`config.mk`:
```
export PLATFORM = sky130hd
export DESIGN_NAME = fgen_slice_pair
export DESIGN_NICKNAME = d
export VERILOG_FILES = /design/src/rtl/fgen_pkg.sv /design/src/rtl/fgen_rst_sync.sv /design/src/rtl/fgen_store.sv /design/src/rtl/fgen_cell.sv /design/src/rtl/fgen_slice_pair.sv
export SDC_FILE = /design/constraint.sdc
export NUM_CORES = 1
export LEC_CHECK = 0
export CELL_PAD_IN_SITES_DETAIL_PLACEMENT = 1
export CELL_PAD_IN_SITES_GLOBAL_PLACEMENT = 2
export CORE_UTILIZATION = 30
export CTS_BUF_LIST = sky130_fd_sc_hd__clkbuf_2 sky130_fd_sc_hd__clkbuf_4 sky130_fd_sc_hd__clkbuf_8
export CTS_CLUSTER_DIAMETER = 80
export CTS_CLUSTER_SIZE = 8
export DETAILED_ROUTE_END_ITERATION = 6
export GPL_TIMING_DRIVEN = 0
export PLACE_DENSITY_LB_ADDON = 0.1
export SYNTH_ARGS = -nofsm -noshare
export SYNTH_HDL_FRONTEND = slang
export SYNTH_SLANG_ARGS = --single-unit
```
`constraint.sdc`:
```
create_clock -name clk -period 2.2 [get_ports clk]
set_clock_uncertainty 0.1 [all_clocks]
set_input_delay 0.22 -clock clk [delete_from_list [all_inputs] [get_ports clk]]
set_output_delay 0.22 -clock clk [all_outputs]
set_load 0.02 [all_outputs]
```
`src/rtl/fgen_pkg.sv`:
```
package fgen_pkg;
  typedef enum logic [1:0] {
    MODE_TABLE = 2'd0,
    MODE_SHIFT = 2'd1,
    MODE_RAM   = 2'd2,
    MODE_RSVD  = 2'd3
  } fgen_mode_t;
endpackage

```
`src/rtl/fgen_rst_sync.sv`:
```
module fgen_rst_sync #(
  parameter int STAGES = 2
) (
  input  logic clk,
  input  logic rst_n,
  output logic rst_sync_n
);
  logic [STAGES-1:0] sync_q;
  logic [STAGES-1:0] sync_d;

  always_comb begin
    sync_d = {sync_q[STAGES-2:0], 1'b1};
  end

  always_ff @(posedge clk or negedge rst_n) begin
    if (!rst_n) sync_q <= '0;
    else        sync_q <= sync_d;
  end

  assign rst_sync_n = sync_q[STAGES-1];
endmodule

```
`src/rtl/fgen_store.sv`:
```
module fgen_store
  import fgen_pkg::*;
#(
  parameter int ADDR_W = 4,
  localparam int DEPTH = 1 << ADDR_W
) (
  input  logic              clk,
  input  logic              rst_n,
  input  fgen_mode_t        mode,
  input  logic [ADDR_W-1:0] addr,
  input  logic              din,
  input  logic              sin,
  input  logic              wen,
  input  logic              cfg_en,
  input  logic              cfg_bit,
  output logic [DEPTH-1:0]  bits
);
  logic [DEPTH-1:0] bits_q;
  logic [DEPTH-1:0] bits_d;
  logic             upd;

  always_comb begin
    bits_d = bits_q;
    upd    = 1'b0;
    if (cfg_en) begin
      bits_d = {bits_q[DEPTH-2:0], cfg_bit};
      upd    = 1'b1;
    end else if (wen) begin
      unique case (mode)
        MODE_SHIFT: begin
          bits_d = {bits_q[DEPTH-2:0], sin};
          upd    = 1'b1;
        end
        MODE_RAM: begin
          bits_d[addr] = din;
          upd          = 1'b1;
        end
        default: upd = 1'b0;
      endcase
    end
  end

  always_ff @(posedge clk or negedge rst_n) begin
    if (!rst_n)   bits_q <= '0;
    else if (upd) bits_q <= bits_d;
  end

  assign bits = bits_q;

  // configuration shift
  a_r4_cfg_shift: assert property (@(posedge clk) disable iff (!rst_n)
    cfg_en |=> (bits_q == {$past(bits_q[DEPTH-2:0]), $past(cfg_bit)}));

  // configuration wins over write and shift
  a_r5_cfg_priority: assert property (@(posedge clk) disable iff (!rst_n)
    (cfg_en && wen) |=> (bits_q[0] == $past(cfg_bit)));

  // table and reserved modes hold contents
  a_r3_table_hold: assert property (@(posedge clk) disable iff (!rst_n)
    (!cfg_en && (mode == MODE_TABLE || mode == MODE_RSVD)) |=> $stable(bits_q));

  // idle cycles hold contents
  a_r11_idle_hold: assert property (@(posedge clk) disable iff (!rst_n)
    (!cfg_en && !wen) |=> $stable(bits_q));

  // shift step
  a_r6_shift_step: assert property (@(posedge clk) disable iff (!rst_n)
    (!cfg_en && wen && mode == MODE_SHIFT)
      |=> (bits_q == {$past(bits_q[DEPTH-2:0]), $past(sin)}));

  // RAM write lands at the address
  a_r8_ram_write: assert property (@(posedge clk) disable iff (!rst_n)
    (!cfg_en && wen && mode == MODE_RAM)
      |=> (bits_q[$past(addr)] == $past(din)));
endmodule

```
`src/rtl/fgen_cell.sv`:
```
module fgen_cell
  import fgen_pkg::*;
#(
  parameter int ADDR_W = 4,
  localparam int DEPTH = 1 << ADDR_W
) (
  input  logic              clk,
  input  logic              rst_n,
  input  logic [1:0]        mode,
  input  logic [ADDR_W-1:0] addr,
  input  logic              din,
  input  logic              sin,
  input  logic              wen,
  input  logic              cfg_en,
  input  logic              cfg_bit,
  output logic              dout,
  output logic              cas_out
);
  logic [DEPTH-1:0] bits;
  fgen_mode_t       mode_e;

  assign mode_e = fgen_mode_t'(mode);

  fgen_store #(.ADDR_W(ADDR_W)) u_store (
    .clk     (clk),
    .rst_n   (rst_n),
    .mode    (mode_e),
    .addr    (addr),
    .din     (din),
    .sin     (sin),
    .wen     (wen),
    .cfg_en  (cfg_en),
    .cfg_bit (cfg_bit),
    .bits    (bits)
  );

  assign dout    = bits[addr];
  assign cas_out = bits[DEPTH-1];
endmodule

```
`src/rtl/fgen_slice_pair.sv`:
```
module fgen_slice_pair #(
  parameter int NCELL       = 2,
  parameter int ADDR_W      = 4,
  parameter bit CHAIN_SHIFT = 1'b1,
  parameter int SYNC_STAGES = 2
) (
  input  logic                         clk,
  input  logic                         rst_n,
  input  logic [NCELL-1:0][1:0]        mode,
  input  logic [NCELL-1:0][ADDR_W-1:0] addr,
  input  logic [NCELL-1:0]             din,
  input  logic [NCELL-1:0]             wen,
  input  logic [NCELL-1:0]             cfg_en,
  input  logic [NCELL-1:0]             cfg_bit,
  output logic [NCELL-1:0]             dout,
  output logic [NCELL-1:0]             cas_out
);
  logic             rst_int_n;
  logic [NCELL-1:0] sin;

  fgen_rst_sync #(.STAGES(SYNC_STAGES)) u_rst_sync (
    .clk        (clk),
    .rst_n      (rst_n),
    .rst_sync_n (rst_int_n)
  );

  for (genvar k = 0; k < NCELL; k++) begin : g_cell
    if (CHAIN_SHIFT && k > 0) begin : g_chain
      assign sin[k] = cas_out[k-1];
    end else begin : g_local
      assign sin[k] = din[k];
    end

    fgen_cell #(.ADDR_W(ADDR_W)) u_cell (
      .clk     (clk),
      .rst_n   (rst_int_n),
      .mode    (mode[k]),
      .addr    (addr[k]),
      .din     (din[k]),
      .sin     (sin[k]),
      .wen     (wen[k]),
      .cfg_en  (cfg_en[k]),
      .cfg_bit (cfg_bit[k]),
      .dout    (dout[k]),
      .cas_out (cas_out[k])
    );
  end
endmodule

```
==> summary.md <==
| Metric | Value |
|---|---|
| CTS root buf | `clkbuf_8` |
| Worst EP arrival | `1.79 ns` |
| Core Area | `7290 sq um` |
| Share of the synthesized area in the top cell type | `0.374` |
| Initial antenna violation count | `0` |
| Area grow syn2layout | `20.6%` |
| Async set-reset flop share out of synthesis | `1.00` |
| Remaining DRCs | `0` |
| Post-route setup slack | `0.0897 ns` |
| IO Port Bufs | `20` |
| Sequential power share | `0.441` |
| Layout cell share with drive strength beyond 1 | `0.162` |
| Site row count | `31` |
| R2r setup slk | `1.10 ns` |
| Net switching power figure | `0.682 mW` |
| First-pass iteration count of the detailed router | `4` |
| Worst-path fanout max | `3` |
| Critical R2R Launch | `g_cell[0].u_cell.u_store.bits[15]` |
| Instance area after placement | `2600 sq um` |
| Remaining global-route overflow | `0` |
| Sequential fraction of the synthesis area | `0.374` |
| Post-synthesis register bit count | `34` |
| Sw frac | `0.329` |
| Avg Vias per Cell | `5.51` |
| Clock power share | `0.249` |
| Netlist cell types | `39` |
| Pin count of the biggest net entering global routing | `33` |
| Finished Cell Area | `2740 sq um` |
| RSZ-0062 raised after global routing | `no` |
| Synth warnings | `0` |
| Die X | `89.1 microns` |
| Worst VDD drop | `0.295 mV` |
| FF-to-FF path depth | `3` |
| WL met3 | `274 microns` |
| Comb power frac | `0.311` |
| Gate Count Post-Synth | `256` |
| Clock slew at reported path FFs | `0.08 ns` |
| Cell Area, Synth | `2270 sq um` |
| IO Pins | `26` |
| Most frequent cell after synthesis | `a21oi_1` |
| Final critical-path required period | `2.11 ns` |
| Final setup vio count | `0` |
| Total Routing Usage GR | `0.186` |
| Max Cap Viol | `0` |
| DR WL/cell | `17.6 microns` |
| CTS Sinks | `34` |
| Total clock buffers created by CTS | `5` |
| Measured slew at the worst slew-check pin | `0.733 ns` |
| Syn avg cell area | `8.89 sq um` |
| TritonCTS clock tree | `done` |
| M1 wire length | `3.48 mm` |
| Final period util | `0.959` |
| Uppermost layer routed | `met4` |
| Vias in the first global route | `2,149` |
| Critical Path Source Type | `flip-flop` |
| Max-slew violation count | `0` |
| Critical Path RT | `1.88 ns` |
| CTS H-tree depth | `2` |
| Ranking of synthesized cells by area | `dfrtp_1 37%, a21oi_1 13%, o22ai_1 7.2%, o21ai_0 7.0%, mux4_2 5.0%` |
| Synth cell count leaders | `60 x a21oi_1, 34 x dfrtp_1, 32 x o21ai_0, 26 x o22ai_1, 13 x nand2b_1` |
| Met2 WL | `3.07 mm` |
| Max transition margin | `0.512` |
| Starting density of the core | `0.312` |
| Synth Net Count | `282` |
| Global-route wire length before repair | `11.2 mm` |
| Antenna Nets Post-Route | `0` |
| Pre-CTS setup slack | `-0.194 ns` |
| CP Capture Type | `primary output` |
| Fmax | `0.474 GHz` |
| EDFF count, synth | `0` |
| Final wirelength | `6.86 mm` |
| Final hold vios | `0` |
| NumNets Final | `316` |
| GPL Wtd Cong | `0.752` |
| Cell taking the most area after synthesis | `dfrtp_1` |
| Clk Latency, worst-skew pair | `0.28 ns` |
| DP Wirelength | `4.86 mm` |
| Main synth FF type | `dfrtp_1` |
| Die area | `7930 sq um` |
| Static Leakage | `0.985 nW` |
| Die Span Y | `89.1 microns` |
| Hold Crit Class | `reg -> async` |
| Status | `complete, no violations` |
| Via count of the routed design | `2,149` |
| Kind of critical path | `reg -> out` |
| CTS Buffer Depth | `2` |
| Int Pwr | `1.39 mW` |
| First DRT Iteration DRCs | `137` |
| PD cells | `755 nW/um^2` |
| Crit Reg-Reg Endpoint | `g_cell[1].u_cell.u_store.bits[0]` |
| Number of diodes | `0` |
==> per-stage QoR <==
| step | setup TNS (ns) | utilization | hold slack (ns) | total power, mW | std cells |
|---|---|---|---|---|---|
| 2_1_floorplan | 0 | - | -0.176 | 1.32 | 256 |
| 3_3_place_gp | -2.81 | 0.356 | 0.235 | 1.54 | 375 |
| 3_5_place_dp | -3.67 | 0.357 | 0.242 | 1.54 | 375 |
| 4_1_cts | 0 | 0.374 | 0.234 | 2.07 | 387 |
| 5_1_grt | 0 | 0.376 | 0.272 | 2.19 | 390 |
| 6_report | 0 | 0.376 | 0.236 | 2.07 | 390 |
==> worst max-delay path: stages (launching register included) <==
cell	delay, ns
dfrtp_1	0.43
mux4_2	0.50
a211oi_2	0.23
a21oi_1	0.06
buf_4	0.13
buf_2	0.15
==> power groups by stage <==
stage	Sequential [mW]	Combinational, mW	Clock [mW]
after floorplan	0.874	0.447	0
after global placement	0.933	0.602	0
after detailed placement	0.928	0.607	0
after CTS	0.915	0.629	0.526
after global routing	0.935	0.706	0.554
final	0.912	0.643	0.515
==> cell families after synthesis <==
logic type	share of synthesized area
AOI/OAI and AO/OA	0.330
muxes	0.0886
adders and majority gates	0.0220
buffers and inverters	0.0682
other	0.00165
DFF	0.374
and+or+nand+nor	0.116
==> what timing repair did <==
action                                  in CTS  in global routing
pin swaps                                    0                  1
gates resized for setup                      8                  3
endpoints found under the setup margin       2                  5
hold buffers                                 1                  0
endpoints found under the hold margin        2                  0
buffers inserted                             3                  3
==> area by class of cell <==
cell class / count / area [sq um]
Fill cell: 877 / 4550
Multi-Input combinational cell: 194 / 1270
Sequential cell: 34 / 852
Timing Repair Buffer: 27 / 245
Buffer: 23 / 138
Tap cell: 99 / 124
Clock buffer: 7 / 90.1
Inverter: 5 / 18.8
Clock inverter: 1 / 5.00
==> layout by cell type (no fill, tap or decap), types with 2 or more instances in the layout <==
cell,count
nand2b_1,13
clkbuf_2,2
nor2_1,3
clkbuf_8,6
buf_6,3
o22ai_1,26
buf_2,11
nor3b_1,2
a2bb2oi_1,3
inv_1,5
nand2_1,10
or2_1,2
dfrtp_1,33
clkbuf_1,4
buf_4,10
mux4_2,6
ha_1,4
and2b_1,2
o21ai_0,32
nand3_1,5
or2_2,2
nor2b_1,3
a31oi_1,3
a21oi_1,60
clkdlybuf4s50_1,18
mux4_1,2
o21bai_1,2
==> flip-flops by register name, indices dropped and copies added, names as in the netlist <==
name,count
g_cell.u_cell.u_store.bits,32
u_rst_sync.sync_q,2
==> routing by layer <==
metal,vias up,global-route usage
met5,-,0
met4,0,0.0303
met3,2,0.0332
met2,53,0.287
met1,1068,0.277
li1,1026,-
==> how the worst max path moves through the flow <==
stage | end | cells after the start | startpoint
final | dout[0] | 5 | g_cell[0].u_cell.u_store.bits[10]
after global routing | dout[0] | 5 | g_cell[0].u_cell.u_store.bits[10]
after CTS | dout[1] | 5 | g_cell[1].u_cell.u_store.bits[3]
after detailed placement | g_cell[0].u_cell.u_store.bits[4] | 7 | mode[0]
after global placement | g_cell[1].u_cell.u_store.bits[13] | 7 | mode[2]
after floorplan | dout[0] | 5 | g_cell[0].u_cell.u_store.bits[3]
No activity file was read; power rests on OpenSTA's default activity.
